File: src/rtl/hrw_pkg.sv
package hrw_pkg;

  typedef enum logic [1:0] {
    LOC_DIRECT = 2'd0,
    LOC_INDEX  = 2'd1,
    LOC_DATA   = 2'd2
  } loc_e;

  // The top two host locations form the pointer/data pair.
  function automatic loc_e decode_loc(input int unsigned a, input int unsigned nloc);
    if (a == nloc - 2)      return LOC_INDEX;
    else if (a == nloc - 1) return LOC_DATA;
    else                    return LOC_DIRECT;
  endfunction

endpackage

File: src/rtl/hrw_sync.sv
module hrw_sync #(
  parameter int unsigned W       = 3,
  parameter logic [W-1:0] RST_VAL = '1
) (
  input  logic         clk,
  input  logic         rst_n,
  input  logic [W-1:0] d,
  output logic [W-1:0] q
);

  for (genvar i = 0; i < W; i++) begin : g_bit
    logic meta_q;
    logic sync_q;

    always_ff @(posedge clk or negedge rst_n) begin
      if (!rst_n) begin
        meta_q <= RST_VAL[i];
        sync_q <= RST_VAL[i];
      end else begin
        meta_q <= d[i];
        sync_q <= meta_q;
      end
    end

    assign q[i] = sync_q;
  end

endmodule

File: src/rtl/hrw_strobe.sv
module hrw_strobe (
  input  logic clk,
  input  logic rst_n,
  input  logic cs_n_s,
  input  logic rd_n_s,
  input  logic wr_n_s,
  output logic start_rd,
  output logic start_wr
);

  logic act;
  logic prev_q;
  logic start;

  assign act      = ~cs_n_s & (~rd_n_s | ~wr_n_s);
  assign start    = act & ~prev_q;
  assign start_wr = start & ~wr_n_s;
  assign start_rd = start &  wr_n_s;

  always_ff @(posedge clk or negedge rst_n) begin
    if (!rst_n) prev_q <= 1'b0;
    else        prev_q <= act;
  end

endmodule

File: src/rtl/hrw_lane.sv
module hrw_lane #(
  parameter int unsigned BUS_W = 32
) (
  input  logic             clk,
  input  logic             rst_n,
  input  logic             wide,
  input  logic             start_rd,
  input  logic             start_wr,
  input  logic [BUS_W-1:0] host_wdata,
  input  logic             rd_load,
  input  logic [BUS_W-1:0] rd_full,
  output logic             commit,
  output logic             fetch,
  output logic             pair_end,
  output logic [BUS_W-1:0] wr_word,
  output logic [BUS_W-1:0] hout
);

  localparam int unsigned HALF = BUS_W / 2;

  logic            phase_lo_q, phase_lo_d;
  logic [HALF-1:0] whold_q, whold_d;
  logic            whold_en;
  logic [BUS_W-1:0] rsnap_q, rsnap_d;
  logic            rsnap_en;
  logic [BUS_W-1:0] hout_q, hout_d;
  logic            hout_en;
  logic            start_any;
  logic            low_rd;

  assign start_any = start_rd | start_wr;
  assign pair_end  = start_any & (wide | phase_lo_q);
  assign commit    = start_wr & (wide | phase_lo_q);
  assign fetch     = start_rd & (wide | ~phase_lo_q);
  assign low_rd    = start_rd & ~wide & phase_lo_q;
  assign wr_word   = wide ? host_wdata : {whold_q, host_wdata[BUS_W-1:HALF]};
  assign hout      = hout_q;

  always_comb begin
    phase_lo_d = wide ? 1'b0 : (start_any ? ~phase_lo_q : phase_lo_q);
    whold_en   = start_wr & ~wide & ~phase_lo_q;
    whold_d    = host_wdata[BUS_W-1:HALF];
    rsnap_en   = rd_load;
    rsnap_d    = rd_full;
    hout_en    = rd_load | low_rd;
    if (rd_load) hout_d = wide ? rd_full : {rd_full[BUS_W-1:HALF], {HALF{1'b0}}};
    else         hout_d = {rsnap_q[HALF-1:0], {HALF{1'b0}}};
  end

  always_ff @(posedge clk or negedge rst_n) begin
    if (!rst_n) begin
      phase_lo_q <= 1'b0;
      whold_q    <= '0;
      rsnap_q    <= '0;
      hout_q     <= '0;
    end else begin
      phase_lo_q <= phase_lo_d;
      if (whold_en) whold_q <= whold_d;
      if (rsnap_en) rsnap_q <= rsnap_d;
      if (hout_en)  hout_q  <= hout_d;
    end
  end

  // once settled in halfword mode, the low half of the host output is zero
  a_r7_low_zero: assert property (@(posedge clk) disable iff (!rst_n)
    (!wide && $past(!wide) && $past(hout_en)) |-> (hout_q[HALF-1:0] == '0));

endmodule

File: src/rtl/hrw_window.sv
module hrw_window #(
  parameter int unsigned AW    = 4,
  parameter int unsigned BUS_W = 32,
  parameter int unsigned IW    = 8
) (
  input  logic             clk,
  input  logic             rst_n,
  input  logic             ctl_wide,
  input  logic             hcs_n,
  input  logic             hrd_n,
  input  logic             hwr_n,
  input  logic [AW-1:0]    haddr,
  input  logic [BUS_W-1:0] hdata_in,
  output logic [BUS_W-1:0] hdata_out,
  output logic [IW-1:0]    reg_addr,
  output logic [BUS_W-1:0] reg_wdata,
  output logic             reg_we,
  output logic             reg_re,
  input  logic [BUS_W-1:0] reg_rdata
);
  import hrw_pkg::*;

  localparam int unsigned NLOC = 1 << AW;
  localparam int unsigned AINC_BIT = BUS_W - 1;

  logic [2:0] strb_s;
  logic       start_rd, start_wr;
  loc_e       loc;
  logic       commit, fetch, pair_end;
  logic [BUS_W-1:0] wr_word, rd_full, idx_word;
  logic [IW-1:0]    tgt;

  logic [IW-1:0]    ptr_q, ptr_d;
  logic             ainc_q, ainc_d;
  logic             we_q, we_d, re_q, re_d;
  logic [IW-1:0]    addr_q, addr_d;
  logic [BUS_W-1:0] wdata_q, wdata_d;
  logic             pend_q, pend_d;
  logic             pidx_q, pidx_d;

  hrw_sync #(.W(3), .RST_VAL(3'b111)) u_sync (
    .clk(clk), .rst_n(rst_n), .d({hcs_n, hrd_n, hwr_n}), .q(strb_s)
  );

  hrw_strobe u_strobe (
    .clk(clk), .rst_n(rst_n),
    .cs_n_s(strb_s[2]), .rd_n_s(strb_s[1]), .wr_n_s(strb_s[0]),
    .start_rd(start_rd), .start_wr(start_wr)
  );

  hrw_lane #(.BUS_W(BUS_W)) u_lane (
    .clk(clk), .rst_n(rst_n), .wide(ctl_wide),
    .start_rd(start_rd), .start_wr(start_wr), .host_wdata(hdata_in),
    .rd_load(pend_q), .rd_full(rd_full),
    .commit(commit), .fetch(fetch), .pair_end(pair_end),
    .wr_word(wr_word), .hout(hdata_out)
  );

  assign loc = decode_loc(int'(haddr), NLOC);
  assign tgt = (loc == LOC_DATA) ? ptr_q : {{(IW-AW){1'b0}}, haddr};

  always_comb begin
    idx_word           = '0;
    idx_word[IW-1:0]   = ptr_q;
    idx_word[AINC_BIT] = ainc_q;
  end

  assign rd_full = pidx_q ? idx_word : reg_rdata;

  always_comb begin
    ptr_d   = ptr_q;
    ainc_d  = ainc_q;
    we_d    = 1'b0;
    re_d    = 1'b0;
    addr_d  = addr_q;
    wdata_d = wdata_q;
    pend_d  = 1'b0;
    pidx_d  = pidx_q;
    if (commit) begin
      if (loc == LOC_INDEX) begin
        ptr_d  = wr_word[IW-1:0];
        ainc_d = wr_word[AINC_BIT];
      end else begin
        we_d    = 1'b1;
        addr_d  = tgt;
        wdata_d = wr_word;
      end
    end
    if (fetch) begin
      pend_d = 1'b1;
      pidx_d = (loc == LOC_INDEX);
      if (loc != LOC_INDEX) begin
        re_d   = 1'b1;
        addr_d = tgt;
      end
    end
    if (pair_end && (loc == LOC_DATA) && ainc_q) ptr_d = ptr_q + 1'b1;
  end

  always_ff @(posedge clk or negedge rst_n) begin
    if (!rst_n) begin
      ptr_q   <= '0;
      ainc_q  <= 1'b0;
      we_q    <= 1'b0;
      re_q    <= 1'b0;
      addr_q  <= '0;
      wdata_q <= '0;
      pend_q  <= 1'b0;
      pidx_q  <= 1'b0;
    end else begin
      ptr_q   <= ptr_d;
      ainc_q  <= ainc_d;
      we_q    <= we_d;
      re_q    <= re_d;
      addr_q  <= addr_d;
      wdata_q <= wdata_d;
      pend_q  <= pend_d;
      pidx_q  <= pidx_d;
    end
  end

  assign reg_we    = we_q;
  assign reg_re    = re_q;
  assign reg_addr  = addr_q;
  assign reg_wdata = wdata_q;

  // an internal write is a single-cycle pulse
  a_r2_we_pulse: assert property (@(posedge clk) disable iff (!rst_n)
    reg_we |=> !reg_we);

  // no access starts unless chip select was low two edges earlier
  a_r9_sync_delay: assert property (@(posedge clk) disable iff (!rst_n)
    (start_rd || start_wr) |-> $past(!hcs_n, 2));

  // an auto-incrementing data access moves the pointer by exactly one
  a_r6_inc_step: assert property (@(posedge clk) disable iff (!rst_n)
    (pair_end && (loc == LOC_DATA) && ainc_q) |=> (ptr_q == $past(ptr_q) + 1'b1));

  // host read data only moves when a read is being completed
  a_r3_out_stable: assert property (@(posedge clk) disable iff (!rst_n)
    (!start_rd && !pend_q) |=> $stable(hdata_out));

endmodule

File: config.mk
export PLATFORM = sky130hd
export DESIGN_NAME = hrw_window
export DESIGN_NICKNAME = d
export VERILOG_FILES = /design/src/rtl/hrw_pkg.sv /design/src/rtl/hrw_sync.sv /design/src/rtl/hrw_strobe.sv /design/src/rtl/hrw_lane.sv /design/src/rtl/hrw_window.sv
export SDC_FILE = /design/constraint.sdc
export NUM_CORES = 1
export LEC_CHECK = 0
export BUFFER_PORTS_ARGS = -buffer_cell sky130_fd_sc_hd__buf_4
export CORE_AREA = 5 5 104 155
export CTS_BUF_LIST = sky130_fd_sc_hd__clkbuf_2 sky130_fd_sc_hd__clkbuf_4 sky130_fd_sc_hd__clkbuf_8
export CTS_CLUSTER_SIZE = 10
export DETAILED_ROUTE_END_ITERATION = 16
export DIE_AREA = 0 0 109 160
export MAX_ROUTING_LAYER = met4
export PLACE_DENSITY = 0.6
export REMOVE_ABC_BUFFERS = 1
export SLEW_MARGIN = 40
export SYNTH_ARGS = -nofsm -noshare
export SYNTH_HDL_FRONTEND = slang
export SYNTH_HIERARCHICAL = 1
export SYNTH_SLANG_ARGS = --single-unit
export TNS_END_PERCENT = 30
File: constraint.sdc
create_clock -name clk -period 5.65 [get_ports clk]
set_clock_uncertainty 0.2 [all_clocks]
set_input_delay 1.13 -clock clk [delete_from_list [all_inputs] [get_ports clk]]
set_output_delay 1.13 -clock clk [all_outputs]
set_load 0.01 [all_outputs]
==> results.toml, run 1 <==
[worst_setup_path]
crit_path_start = "ctl_wide"
crit_fanout = 36
ff2ff_path_depth = 7
endpoint_kind = "flip-flop"
r2r-start = "u_sync/g_bit[0].sync_q"
worst_r2r_endpoint = "ptr_q[7]"
critPathLaunchType = "input pin"
crit_end = "ptr_q[4]"
ff2ff_setup_slack_ns = 3.16
crit_type = "input pin to flip-flop"
required_ns = 5.76
cp.arrival_ns = 2.98

[detailed_routing]
viasPerCell = 4.945
firstDrtPassIters = 4
wl_mm = 13.62
drtAntennaViolNets = 0
route.detailed.drc = 0
first_iter_violations = 170
vias = 4050
avgRoutedWirePerCell_um = 16.63

[place]
dp_hpwl_mm = 9.776
placed_area_mm2 = 0.007002
post-place-cells = 787
io_buffers = 147
gp_congestion = 0.7388

[cts]
insertion_delay_ns = 0.43
cts-hold-fix-buffers = 0
cts_sinks = 125
cts_buffers = 17
htree_levels = 4
post_cts_buffers = 0
path_clk_slew_ns = 0.07
clockRootBuffer = "clkbuf_8"
cts_tree = "done"
cts_resized = 0
clockBufferDepth = 2

[pwr]
ir_drop_mv = 0.1869
power_density_mw_per_mm2 = 372.2
p_leak_nw = 3.501
fin_total_pwr_w = 0.002756

[global_routing]
overflow = 0
antenna_found_initial = 0
grt_pass1_vias = 4394
grt_max_degree = 60
grt_use_total = 0.1661
grt_pass1_wl_mm = 22.22

[cells_and_area]
fin_area_mm2 = 0.007405
finalNonFillerCells = 819
n_fill_cell = 1323
final_cell_mix = "150 x buf_4, 119 x dfrtp_1, 77 x nand2_1"
diodes = 0
nNetsFinal = 685
drive_gt1_frac = 0.4478
synthToLayoutAreaGrowth_pct = 29.58
multi_input_area_mm2 = 0.002396
ff_latch_area_mm2 = 0.003136
layout_commonest_cell = "buf_4"
utilization = 0.5097

[floorplan]
fp.dieArea_mm2 = 0.01744
start_util = 0.3934
die_h_um = 160
rows = 54
core_area_mm2 = 0.01453
pin_count = 148
die_w_um = 109

[timing]
tightest_slew_ns = 0.7277
max_slew_margin = 0.5105
period_share = 0.5091
rsz0062_at_grt = "no"
finalSetupTns_ns = 0
finalMaxSlewViolations = 0
finalHoldViolCount = 0
layout_min_cycle_time_ns = 2.877
setup_viol = 0
max_freq_ghz = 0.3476

[hold_path]
holdCritPathClass = "flip-flop to flip-flop"

[job]
cap_violations = 0

[yosys]
yosys_warnings = 6
synth_top_area_cell = "dfrtp_1"
seq_area_frac_synth = 0.5487
synth_top_area_share = 0.5211
netlist_instances = 466
synthDistinctLibCells = 47
yosys_register_bits = 125
synth_area_leaders = "dfrtp_1 52%, mux2_2 13%, mux2_1 5.7%"
async_flop_share = 1.000
synthFlopType = "dfrtp_1"
synth_edf_count = 0
synth_area_mm2 = 0.005714
syn_avg_cell_area_um2 = 12.26

[outcome]
outcome = "complete, no violations"
-- state kept, by name, indices dropped and copies added, names as in the netlist --
register             count
reg_wdata               32
u_lane/hout             32
u_lane/rsnap_q          16
u_lane/whold_q          16
ptr_q                    8
reg_addr                 8
u_sync/g_bit.meta_q      3
u_sync/g_bit.sync_q      3
ainc_q                   1
pend_q                   1
pidx_q                   1
reg_re                   1
reg_we                   1
u_lane/phase_lo_q        1
u_strobe/prev_q          1
-- synthesized netlist by cell type, types with 3 or more instances --
| cell type | instances |
|---|---|
| a21oi_1 | 4 |
| inv_1 | 5 |
| nor2b_1 | 25 |
| buf_4 | 10 |
| nand2_1 | 77 |
| dfrtp_1 | 119 |
| o22ai_1 | 3 |
| a22o_1 | 19 |
| mux2_4 | 10 |
| mux2_2 | 67 |
| nand2b_1 | 17 |
| buf_2 | 7 |
| dfstp_2 | 6 |
| nor2_1 | 10 |
| o21ai_0 | 9 |
| buf_6 | 3 |
| mux2_1 | 29 |
| clkbuf_1 | 8 |
-- metrics by stage --
stage	setup WS (ns)	hold slack, ns
floorplan	2.706	0.1452
global placement	2.329	0.1480
detailed placement	2.308	0.1522
CTS	2.783	0.1620
global route	2.576	0.1658
finish	2.773	0.1574
-- layout make-up --
| class | count | share of cell area |
|---|---|---|
| sequential | 125 | 0.4235 |
| multi-input combinational | 306 | 0.3236 |
| timing repair buffer | 155 | 0.1634 |
| clock buffer | 21 | 0.03819 |
| tap | 196 | 0.03312 |
| clock inverter | 11 | 0.01571 |
| inverter | 5 | 0.002535 |
-- power by group --
| group | internal (W) | total (W) | switching, W | leakage [nW] |
|---|---|---|---|---|
| sequential | 0.00112 | 0.00125 | 0.000133 | 1.53 |
| clock | 0.000429 | 0.000782 | 0.000353 | 0.201 |
| combinational | 0.000417 | 0.000720 | 0.000303 | 1.77 |
-- worst max-delay path: stages --
cell and delay [ns]:
buf_4 0.38, nor2_2 0.10, nor2b_1 0.42, nand2b_1 0.15, o22ai_1 0.34, o21ai_0 0.15
a221o_1 0.31
-- how the worst min path moves through the flow --
stage / startpoint / endpoint / cells after the start
finish: u_sync/g_bit[0].meta_q / u_sync/g_bit[0].sync_q / 0
global route: u_sync/g_bit[1].meta_q / u_sync/g_bit[1].sync_q / 0
CTS: u_sync/g_bit[0].meta_q / u_sync/g_bit[0].sync_q / 0
detailed placement: u_sync/g_bit[0].meta_q / u_sync/g_bit[0].sync_q / 0
global placement: u_sync/g_bit[2].meta_q / u_sync/g_bit[2].sync_q / 0
floorplan: u_sync/g_bit[0].meta_q / u_sync/g_bit[0].sync_q / 0
-- metal layers --
layer | wire length [µm] | global-route usage | share of wire
met5 | 0 | - | 0
met4 | 187 | 0.05514 | 0.014
met3 | 1043 | 0.04564 | 0.077
met2 | 6528 | 0.2559 | 0.48
met1 | 5858 | 0.2106 | 0.43
-- cell families after synthesis --
| logic type | count (synthesis) | synth area share |
|---|---|---|
| buffers and inverters | 35 | 0.03503 |
| adder cells (fa/ha/maj) | 1 | 0.002189 |
| flip-flops | 125 | 0.5487 |
| AO/OA/AOI/OAI | 50 | 0.06810 |
| AND/OR/NAND/NOR | 148 | 0.1290 |
| XOR/XNOR | 1 | 0.001533 |
| multiplexers | 106 | 0.2155 |
Note: power is estimated with default switching activity, not from simulation.
==> run 2, diff against run 1 <==
- PLACE_DENSITY: 0.6 -> 0.63
- clock period: 5.65 -> 2.56 ns (I/O delays scaled with it)
==> results.toml, run 2 (same netlist as run 1, synthesis figures left out) <==
[outcome]
outcome = "complete, no violations"

[floorplan]
rows = 54
die_h_um = 160
pin_count = 148
start_util = 0.3934
core_area_mm2 = 0.01453
die_w_um = 109
fp.dieArea_mm2 = 0.01744

[cells_and_area]
layout_commonest_cell = "buf_4"
final_cell_mix = "155 x buf_4, 119 x dfrtp_1, 77 x nand2_1"
drive_gt1_frac = 0.4469
nNetsFinal = 693
synthToLayoutAreaGrowth_pct = 31.64
diodes = 0

[global_routing]
grt_use_total = 0.1697
grt_max_degree = 47
grt_pass1_wl_mm = 22.65
overflow = 0
grt_pass1_vias = 4584
antenna_found_initial = 0

[cts]
cts_tree = "done"
insertion_delay_ns = 0.43
cts_buffers = 17
cts-hold-fix-buffers = 4
cts_sinks = 125
path_clk_slew_ns = 0.07
cts_resized = 0
htree_levels = 4
clockBufferDepth = 2
clockRootBuffer = "clkbuf_8"
post_cts_buffers = 0

[worst_setup_path]
required_ns = 2.68
max_stage_delay_ns = 0.54
endpoint_kind = "flip-flop"
crit_fanout = 11
critPathLaunchType = "flip-flop"
crit_path_frequent_cell = "nor2_1"
crit_type = "flip-flop to flip-flop"
crit_chain = "nor4b_2 > nor2_1 > nor2_1 > nand2_1 > or2_1 > or3_1 > o221a_2"
cp.arrival_ns = 2.38
slowest_stage = "dfstp_2"

[timing]
finalMaxSlewViolations = 0
tightest_slew_ns = 0.5477
layout_min_cycle_time_ns = 2.263
finalSetupTns_ns = 0
setup_viol = 0
max_slew_margin = 0.6349
finalHoldViolCount = 0
max_freq_ghz = 0.4420
rsz0062_at_grt = "no"
period_share = 0.8838

[detailed_routing]
firstDrtPassIters = 4
avgRoutedWirePerCell_um = 16.87
viasPerCell = 5.012
route.detailed.drc = 0
wl_mm = 13.95
first_iter_violations = 188
vias = 4145
drtAntennaViolNets = 0

[place]
gp_congestion = 0.7776
dp_hpwl_mm = 9.959
io_buffers = 147

[job]
cap_violations = 0

[pwr]
fin_total_pwr_w = 0.006280
p_leak_nw = 3.559
power_density_mw_per_mm2 = 834.9
ir_drop_mv = 0.4297

[hold_path]
holdCritPathClass = "input pin to flip-flop"
run 2: cell count changes in the layout (fill, tap and decap cells not counted), sizes merged, moves of 2 or more:
cell,delta
dlygate4sd3,+4
inv,+2
clkbuf,-2
bufinv,+2
buf,+4
run 2: final cells by class:
cell class	instances	area, µm²
Clock buffer	19	255.2
Clock inverter	13	188.9
Fill cell	1273	7004
Inverter	5	18.77
Multi-Input combinational cell	306	2395
Sequential cell	125	3136
Tap cell	196	245.2
Timing Repair Buffer	163	1284
run 2: layer usage:
layer  wire (µm)  track usage  vias to the layer above
li1            -            -                     1912
met1        5694       0.1995                     2050
met2        6852       0.2752                      155
met3        1149      0.04806                       28
met4         255      0.06088                        0
met5           0            -                        -
run 2: stage by stage:
| step | hold WS [ns] | setup slack (ns) | utilization | std cells | area, µm² |
|---|---|---|---|---|---|
| after global placement | 0.1491 | 0.3367 | 0.4845 | 791 | 7038 |
| after detailed placement | 0.1497 | 0.2866 | 0.4845 | 791 | 7038 |
| final | 0.06966 | 0.2974 | 0.5178 | 827 | 7522 |
| after global routing | 0.05649 | 0.1151 | 0.5178 | 827 | 7522 |
| after CTS | 0.04496 | 0.2723 | 0.5178 | 827 | 7522 |
| after floorplan | 0.01641 | 0.04386 | - | 436 | 5533 |
run 2: worst paths after layout:
| path | start | end | slack, ns | depth (start not counted) |
|---|---|---|---|---|
| setup / recovery | u_sync/g_bit[0].sync_q | ptr_q[7] | 0.30 | 7 |
| hold / removal | ctl_wide | u_lane/phase_lo_q | 0.07 | 2 |
| setup reg to reg | u_sync/g_bit[0].sync_q | ptr_q[7] | 0.30 | 7 |
| hold reg to reg | u_sync/g_bit[2].meta_q | u_sync/g_bit[2].sync_q | 0.16 | 0 |
| max in group asynchronous | rst_n | u_sync/g_bit[0].meta_q | 1.05 | 3 |
| min in group asynchronous | rst_n | u_lane/hout[10] | 0.40 | 2 |
run 2: critical path, delay by kind of cell, from the launching register on:
kind	cells	cell delay (ns)
compound gates	1	0.13
flops	1	0.54
simple gates	6	1.28
run 2: power by group:
group | internal, W | switching (W) | leakage (nW)
logic | 0.000929 | 0.000670 | 1.81
registers | 0.00247 | 0.000295 | 1.53
clock network | 0.00110 | 0.000806 | 0.220
==> run 3, diff against run 2 <==
==> constraint.sdc (replaced) <==
create_clock -name clk -period 2.56 [get_ports clk]
set_clock_uncertainty 0.2 [all_clocks]
set_input_delay 0.256 -clock clk [delete_from_list [all_inputs] [get_ports clk]]
set_output_delay 0.256 -clock clk [all_outputs]
set_load 0.01 [all_outputs]
==> results.toml, run 3 (same netlist as run 1, synthesis figures left out) <==
[outcome]
outcome = "complete, no violations"

[cells_and_area]
layout_commonest_cell = "buf_4"
drive_gt1_frac = 0.4158
final_cell_mix = "154 x buf_4, 119 x dfrtp_1, 77 x nand2_1"
n_fill_cell = 1252
nNetsFinal = 745
ff_latch_area_mm2 = 0.003136
diodes = 0
fin_area_mm2 = 0.008068
synthToLayoutAreaGrowth_pct = 41.19
multi_input_area_mm2 = 0.002395

[floorplan]
core_area_mm2 = 0.01453
die_w_um = 109
pin_count = 148
rows = 54
fp.dieArea_mm2 = 0.01744
start_util = 0.3934
die_h_um = 160

[worst_setup_path]
crit_path_start = "u_sync/g_bit[0].sync_q"
worst_r2r_endpoint = "ptr_q[7]"
ff2ff_path_depth = 7
crit_type = "flip-flop to flip-flop"
cp.arrival_ns = 2.38
r2r-start = "u_sync/g_bit[0].sync_q"
crit_end = "ptr_q[7]"
ff2ff_setup_slack_ns = 0.29
critPathLaunchType = "flip-flop"
crit_fanout = 11
required_ns = 2.67
endpoint_kind = "flip-flop"

[cts]
clockBufferDepth = 2
insertion_delay_ns = 0.43
path_clk_slew_ns = 0.07
htree_levels = 4
cts_resized = 0
cts_tree = "done"
clockRootBuffer = "clkbuf_8"
cts-hold-fix-buffers = 52
post_cts_buffers = 0
cts_buffers = 17
cts_sinks = 125

[detailed_routing]
viasPerCell = 4.895
avgRoutedWirePerCell_um = 16.84
drtAntennaViolNets = 0
firstDrtPassIters = 4
wl_mm = 14.80
vias = 4303
first_iter_violations = 162
route.detailed.drc = 0

[timing]
max_slew_margin = 0.6108
finalHoldViolCount = 0
finalSetupTns_ns = 0
finalMaxSlewViolations = 0
period_share = 0.8885
layout_min_cycle_time_ns = 2.275
hold_slack_ns = 0.03213
max_freq_ghz = 0.4396
rsz0062_at_grt = "no"
setup_viol = 0
tightest_slew_ns = 0.5838

[hold_path]
holdCritPathClass = "input pin to flip-flop"

[global_routing]
antenna_found_initial = 0
grt_pass1_vias = 4821
overflow = 0
grt_max_degree = 60
grt_use_total = 0.1798
grt_pass1_wl_mm = 24.13

[pwr]
ir_drop_mv = 0.4454
power_density_mw_per_mm2 = 800.2
fin_total_pwr_w = 0.006456
p_leak_nw = 3.791

[job]
cap_violations = 0

[place]
gp_congestion = 0.7731
dp_hpwl_mm = 10.26
placed_area_mm2 = 0.007064
io_buffers = 147
[run 3: worst max-delay path: stages (launching register included)]
cell     delay [ns]
dfstp_2        0.54
nor4b_2        0.23
nor2_1         0.10
nor2_1         0.11
nand2_1        0.10
or2_1          0.35
or3_1          0.39
o221a_2        0.13
[run 3: worst min path at each step]
stage,startpoint,cells after the start,slack (ns),end
CTS,reg_rdata[11],4,0.002,u_lane/rsnap_q[11]
global placement,u_sync/g_bit[1].meta_q,0,0.15,u_sync/g_bit[1].sync_q
floorplan,rst_n,0,-0.24,ainc_q
global route,hdata_in[1],3,0.03,reg_wdata[1]
detailed placement,u_sync/g_bit[1].meta_q,0,0.15,u_sync/g_bit[1].sync_q
finish,hdata_in[1],3,0.03,reg_wdata[1]
[run 3: stage by stage]
stage,util,instances,setup WS (ns)
final,0.5554,879,0.2854
after global routing,0.5554,879,0.04461
after CTS,0.5537,877,0.2756
after detailed placement,0.4863,793,0.3002
after global placement,0.4845,791,0.3087
after floorplan,-,436,0.04386
[run 3: per-layer routing]
layer / vias up / GRT usage / wire length [µm]
met1: 2145 / 0.2130 / 6188
met2: 133 / 0.3001 / 7537
met5: - / - / 0
li1: 2014 / - / -
met4: 0 / 0.04480 / 112
met3: 11 / 0.04968 / 960
[run 3: where the power goes]
part | switching (W) | internal [W]
combinational | 0.000699 | 0.000983
clock | 0.000788 | 0.00122
sequential | 0.000294 | 0.00247
total | 0.00178 | 0.00467
[run 3: final cells by class]
type                       count  area share
sequential                   125      0.3886
multi-input combinational    306      0.2968
timing repair buffer         215      0.2249
clock buffer                  21     0.03350
tap                          196     0.03040
clock inverter                11     0.02342
inverter                       5    0.002326
